## config.mk

```make
export PLATFORM = sky130hd
export DESIGN_NAME = i2c_mode_status_ctl
export DESIGN_NICKNAME = d
export VERILOG_FILES = /design/src/rtl/i2c_ms_pkg.sv /design/src/rtl/ims_start_guard.sv /design/src/rtl/ims_mode_ctl.sv /design/src/rtl/ims_flags.sv /design/src/rtl/i2c_mode_status_ctl.sv
export SDC_FILE = /design/constraint.sdc
export NUM_CORES = 1
export LEC_CHECK = 0
export ABC_AREA = 0
export CORE_MARGIN = 3
export CORE_UTILIZATION = 32
export CTS_CLUSTER_DIAMETER = 120
export DETAILED_ROUTE_END_ITERATION = 12
export PLACE_DENSITY = 0.86
export SETUP_SLACK_MARGIN = 0.2
export SLEW_MARGIN = 10
export SYNTH_ARGS = -nofsm -noshare
export SYNTH_HDL_FRONTEND = slang
export SYNTH_SLANG_ARGS = --single-unit
```

## constraint.sdc

```tcl
create_clock -name clk -period 1.36 [get_ports clk]
set_input_delay 0.204 -clock clk [delete_from_list [all_inputs] [get_ports clk]]
set_output_delay 0.204 -clock clk [all_outputs]
set_load 0.02 [all_outputs]
```

## src/rtl/i2c_ms_pkg.sv

```systemverilog
package i2c_ms_pkg;

  localparam int POS_LRB = 0;
  localparam int POS_GC  = 1;
  localparam int POS_AAS = 2;
  localparam int POS_AL  = 3;
  localparam int POS_IRQ = 4;
  localparam int POS_BB  = 5;
  localparam int POS_TRX = 6;
  localparam int POS_MST = 7;

  typedef struct packed {
    logic mst;
    logic trx;
    logic bb;
    logic irq_n;
    logic al;
    logic aas;
    logic gc;
    logic lrb;
  } ims_status_t;

  localparam int STATUS_W = $bits(ims_status_t);

  // Arbitration is lost when we release SDA high but the wire reads low.
  function automatic logic arb_lost_hit(input logic is_master, input logic smp,
                                        input logic drive_hi, input logic sda);
    return is_master & smp & drive_hi & ~sda;
  endfunction

  // Any hardware reason for the master bit to fall.
  function automatic logic master_drop(input logic stop, input logic byte_end,
                                       input logic al_now, input logic refused);
    return stop | (byte_end & al_now) | refused;
  endfunction

endpackage

```

## src/rtl/ims_start_guard.sv

```systemverilog
module ims_start_guard (
  input  logic start_req,
  input  logic mst_q,
  input  logic bb_q,
  input  logic own_q,
  output logic refused,
  output logic start_gen_en,
  output logic bitcnt_rst_en,
  output logic scl_drive_en
);
  // A busy bus not taken by us means another master issued the START.
  assign refused       = start_req & bb_q & ~own_q;
  assign start_gen_en  = start_req & mst_q & ~refused;
  assign bitcnt_rst_en = start_gen_en;
  assign scl_drive_en  = mst_q & ~refused;
endmodule

```

## src/rtl/ims_mode_ctl.sv

```systemverilog
module ims_mode_ctl
  import i2c_ms_pkg::*;
(
  input  logic clk,
  input  logic rst_n,
  input  logic cpu_wr_en,
  input  logic wr_mst,
  input  logic wr_trx,
  input  logic stop_det,
  input  logic byte_done,
  input  logic al_q,
  input  logic al_set,
  input  logic refused,
  input  logic start_gen_en,
  output logic mst_q,
  output logic trx_q,
  output logic own_q,
  output logic mst_drop
);
  logic mst_d;

  assign mst_drop = master_drop(stop_det, byte_done, al_q | al_set, refused);

  always_comb begin
    mst_d = mst_q;
    if (mst_drop)       mst_d = 1'b0;
    else if (cpu_wr_en) mst_d = wr_mst;
  end

  always_ff @(posedge clk or negedge rst_n) begin
    if (!rst_n) begin
      mst_q <= 1'b0;
      trx_q <= 1'b0;
      own_q <= 1'b0;
    end else begin
      mst_q <= mst_d;
      if (cpu_wr_en) trx_q <= wr_trx;
      own_q <= (own_q | start_gen_en) & mst_d & ~stop_det;
    end
  end
endmodule

```

## src/rtl/ims_flags.sv

```systemverilog
module ims_flags
  import i2c_ms_pkg::*;
(
  input  logic clk,
  input  logic rst_n,
  input  logic start_det,
  input  logic stop_det,
  input  logic byte_done,
  input  logic bit_smp,
  input  logic sda_drive_hi,
  input  logic sda_in,
  input  logic addr_match,
  input  logic gc_match,
  input  logic mst_q,
  input  logic irq_release,
  output logic bb_q,
  output logic al_q,
  output logic aas_q,
  output logic gc_q,
  output logic lrb_q,
  output logic irq_n_q,
  output logic al_set
);
  logic frame_edge;

  assign al_set     = arb_lost_hit(mst_q, bit_smp, sda_drive_hi, sda_in);
  assign frame_edge = start_det | stop_det;

  always_ff @(posedge clk or negedge rst_n) begin
    if (!rst_n) begin
      bb_q    <= 1'b0;
      al_q    <= 1'b0;
      aas_q   <= 1'b0;
      gc_q    <= 1'b0;
      lrb_q   <= 1'b0;
      irq_n_q <= 1'b1;
    end else begin
      if (stop_det)       bb_q <= 1'b0;
      else if (start_det) bb_q <= 1'b1;

      if (start_det)   al_q <= 1'b0;
      else if (al_set) al_q <= 1'b1;

      if (frame_edge)      aas_q <= 1'b0;
      else if (addr_match) aas_q <= 1'b1;

      if (frame_edge)    gc_q <= 1'b0;
      else if (gc_match) gc_q <= 1'b1;

      if (bit_smp) lrb_q <= sda_in;

      if (byte_done)        irq_n_q <= 1'b0;
      else if (irq_release) irq_n_q <= 1'b1;
    end
  end
endmodule

```

## src/rtl/i2c_mode_status_ctl.sv

```systemverilog
module i2c_mode_status_ctl
  import i2c_ms_pkg::*;
#(
  parameter int REG_W = STATUS_W
) (
  input  logic             clk,
  input  logic             rst_n,
  input  logic             cpu_wr_en,
  input  logic [REG_W-1:0] cpu_wdata,
  output logic [REG_W-1:0] cpu_rdata,
  input  logic             ev_start_det,
  input  logic             ev_stop_det,
  input  logic             ev_byte_done,
  input  logic             ev_bit_smp,
  input  logic             sda_drive_hi,
  input  logic             sda_in,
  input  logic             ev_addr_match,
  input  logic             ev_gc_match,
  input  logic             start_req,
  output logic             start_gen_en,
  output logic             bitcnt_rst_en,
  output logic             scl_drive_en,
  output logic             irq_n
);
  localparam int PAD_W = (REG_W > STATUS_W) ? REG_W - STATUS_W : 0;

  logic mst, trx, own, mst_drop;
  logic bb, al, aas, gc, lrb, al_set;
  logic refused, irq_release;
  ims_status_t status;

  assign irq_release = cpu_wr_en & cpu_wdata[POS_IRQ];

  ims_start_guard u_guard (
    .start_req    (start_req),
    .mst_q        (mst),
    .bb_q         (bb),
    .own_q        (own),
    .refused      (refused),
    .start_gen_en (start_gen_en),
    .bitcnt_rst_en(bitcnt_rst_en),
    .scl_drive_en (scl_drive_en)
  );

  ims_mode_ctl u_mode (
    .clk         (clk),
    .rst_n       (rst_n),
    .cpu_wr_en   (cpu_wr_en),
    .wr_mst      (cpu_wdata[POS_MST]),
    .wr_trx      (cpu_wdata[POS_TRX]),
    .stop_det    (ev_stop_det),
    .byte_done   (ev_byte_done),
    .al_q        (al),
    .al_set      (al_set),
    .refused     (refused),
    .start_gen_en(start_gen_en),
    .mst_q       (mst),
    .trx_q       (trx),
    .own_q       (own),
    .mst_drop    (mst_drop)
  );

  ims_flags u_flags (
    .clk         (clk),
    .rst_n       (rst_n),
    .start_det   (ev_start_det),
    .stop_det    (ev_stop_det),
    .byte_done   (ev_byte_done),
    .bit_smp     (ev_bit_smp),
    .sda_drive_hi(sda_drive_hi),
    .sda_in      (sda_in),
    .addr_match  (ev_addr_match),
    .gc_match    (ev_gc_match),
    .mst_q       (mst),
    .irq_release (irq_release),
    .bb_q        (bb),
    .al_q        (al),
    .aas_q       (aas),
    .gc_q        (gc),
    .lrb_q       (lrb),
    .irq_n_q     (irq_n),
    .al_set      (al_set)
  );

  always_comb begin
    status.mst   = mst;
    status.trx   = trx;
    status.bb    = bb;
    status.irq_n = irq_n;
    status.al    = al;
    status.aas   = aas;
    status.gc    = gc;
    status.lrb   = lrb;
  end

  generate
    if (PAD_W > 0) begin : g_pad
      assign cpu_rdata = {{PAD_W{1'b0}}, status};
    end else begin : g_nopad
      assign cpu_rdata = status[REG_W-1:0];
    end
  endgenerate
endmodule

```

==> results.txt <==
CP top delay family: flip-flops
WL/cell: 14.2 um
Async SR Flop Fraction: 100%
Final Non-Filler Cells: 82
Vias per cell: 4.76
Total GRT Usage: 14.4%
WS Path Type: flip-flop to output pin
CTS tree: built
Most frequent cell after synthesis: buf_4
Gr ovfl total: 0
CP cell instances: nor2b_4 -> a21boi_1 -> buf_4
Simple-Gate Fraction of Synth Area: 15.2%
Post-synthesis register bit count: 9
Placer Congestion: 0.812
Clock network fraction of design power: 31.0%
Yosys top cell area share: 46.0%
Detailed router's first-iteration violation count: 4
Die ar.: 0.00184 mm2
Switching Fraction: 26.1%
Critical Path AT: 1060 ps
Sequential share of the synthesized area: 52.0%
CTS sink cnt: 9
Sequential power share: 44.8%
Clk root buf: clkbuf_4
Fmax: 790 MHz
List of most frequent post-synthesis cells: buf_4, dfrtp_1, nor2_1
Post-layout min period: 1270 ps
Syn avg cell area: 10.6 um2
Leak Pwr: 0.338 nW
Final setup fails: 0
Residual DRC: 0
Placed Cells: 77
Vias in the first global route: 422
Cell internal pwr: 0.486 mW
Worst slew pin tran: 413 ps
Max-slew headroom: 72.4%
Synth Area in XOR/XNOR: 0%
Largest cells by area after synthesis: dfrtp_1, buf_4, nor2_1
Clock Path Buffers: 2
Worst skew pair latency: 260 ps
Via count: 390
Cell variety after synth: 16
Post-Syn Instances: 41
Die width: 42.9 um
Startpoint types: flip-flop
Hold WS: 243 ps
Clk_skew: 3.10 ps
Buffers on Ports: 26
Share of cells above drive strength 1: 42.6%
Final wirelength: 1170 um
Final Max Tran Viols: 0
Post-synthesis mux area share: 7.47%
Largest net degree at the start of global routing: 10
# IOs: 32
Crit-path max FO: 3
Num CTS Buffers: 3
First-pass GRT wire length: 1920 um
Combinational share of power: 24.2%
Die height: 42.9 um
Final Hold Fails: 0
PwrDens: 910 mW/mm2
WP data required: 1160 ps
Final period utilization: 93.1%
Area grow syn2layout: 66.1%
Initial Util: 36.7%
Place WS: -368 ps
Bufs and invs on worst path: 1
Status: completed
Synth Cell Area: 435 um2
Post-synthesis adder-cell area fraction: 0%
Synthesis warning total: 0
HP Class: primary input to asynchronous set/reset pin
Post-synthesis compound-gate area fraction: 8.91%
Leading area contributor after synthesis: dfrtp_1
Syn nets: 61
Slowest CP cell: dfrtp_1
Antenna-violating nets left: 0
Core area: 0.00119 mm2
N_diodes: 0
Max-Cap Viols: 0
Pre-antenna DRT Iters: 3
Sw power: 0.172 mW
Initial antenna violation count: 0
Post-cts hold buffer count: 0
Nets: 89
Final HPWL from detailed placement: 918 um
Largest family of logic cells by synthesized area: buffers and inverters
Peak VDD IR: 0.428 mV
Setup ws final: 93.7 ps
Site row count: 12
RSZ-0062 raised after global routing: true
Clock transition at path regs: 60 ps
Setup crit end kind: output pin
Slowest stage delay, CP: 410 ps
H-tree depth: 1
Top FF cell, synth: dfrtp_1
Post-synth EDFFs: 0
[final timing paths]
kind	startpoint	slack, ps	end	depth (start not counted)
min in group clk	start_req	350	u_mode.mst_q	2
max in group asynchronous	rst_n	790	u_flags.irq_n_q	1
min	rst_n	240	u_mode.mst_q	1
min reg2reg	u_mode.trx_q	530	u_mode.trx_q	1
max	u_mode.own_q	90	scl_drive_en	3
max reg2reg	u_mode.mst_q	160	u_mode.mst_q	4
[flip-flops by register name, indices dropped and copies added (netlist names)]
signal,count
u_flags.aas_q,1
u_flags.irq_n_q,1
u_flags.lrb_q,1
u_mode.mst_q,1
u_flags.bb_q,1
u_flags.gc_q,1
u_flags.al_q,1
u_mode.own_q,1
u_mode.trx_q,1
[routing by layer]
metal,track usage (%),vias to the layer above,part of all wire [%]
li1,-,184,-
met1,15.9,187,39
met2,24.3,19,50
met3,3.39,0,10
met4,9.32,0,0
met5,0,-,0
[placed cells by master (no fill, tap or decap), types with 2 or more instances in the layout]
cell	netlist	layout
clkbuf_4	0	3
buf_4	9	6
clkdlybuf4s50_1	0	13
dfrtp_1	8	8
nor2_1	8	7
mux2_2	2	2
clkbuf_2	0	5
nor3_1	2	2
buf_6	0	7
[timing repair]
action,4_1_cts,5_1_grt
endpoints found under the setup margin,14,14
setup buffers,1,0
pin swaps,3,1
gates resized for setup,50,13
[layout make-up]
cell class	instances	area, um2
clock buffer	4	26.3
fill	88	463
inverter	1	3.75
multi-input combinational	22	161
sequential	9	226
tap	14	17.5
timing repair buffer	32	288
[metrics by stage]
| stage | setup TNS, ps | cell area, um2 | utilization [%] | power (mW) |
|---|---|---|---|---|
| floorplan | 0 | 438 | - | 0.371 |
| global placement | -952 | 686 | 57.8 | 0.454 |
| detailed placement | -1120 | 686 | 57.8 | 0.459 |
| CTS | 0 | 722 | 60.9 | 0.659 |
| global route | 0 | 723 | 61.0 | 0.693 |
| finish | 0 | 723 | 61.0 | 0.658 |
[kinds of logic after synthesis]
| logic type | Yosys count |
|---|---|
| and+or+nand+nor | 14 |
| muxes | 3 |
| DFF | 9 |
| buffers and inverters | 10 |
| AOI/OAI and AO/OA | 5 |
[power groups by stage]
stage | registers (mW) | clock network (mW) | logic [mW]
final | 0.295 | 0.204 | 0.159
after global routing | 0.297 | 0.225 | 0.170
after CTS | 0.294 | 0.211 | 0.155
after detailed placement | 0.298 | 0 | 0.161
after global placement | 0.296 | 0 | 0.157
after floorplan | 0.299 | 0 | 0.0719
[worst reg2reg max path: cells and delay by family, from the launching register on]
family | cells | cell delay [ps]
AO/OA/AOI/OAI | 2 | 490
flip-flops | 1 | 420
multiplexers | 1 | 60
buffers and inverters | 1 | 120
Note: power is estimated with default switching activity, not from simulation.
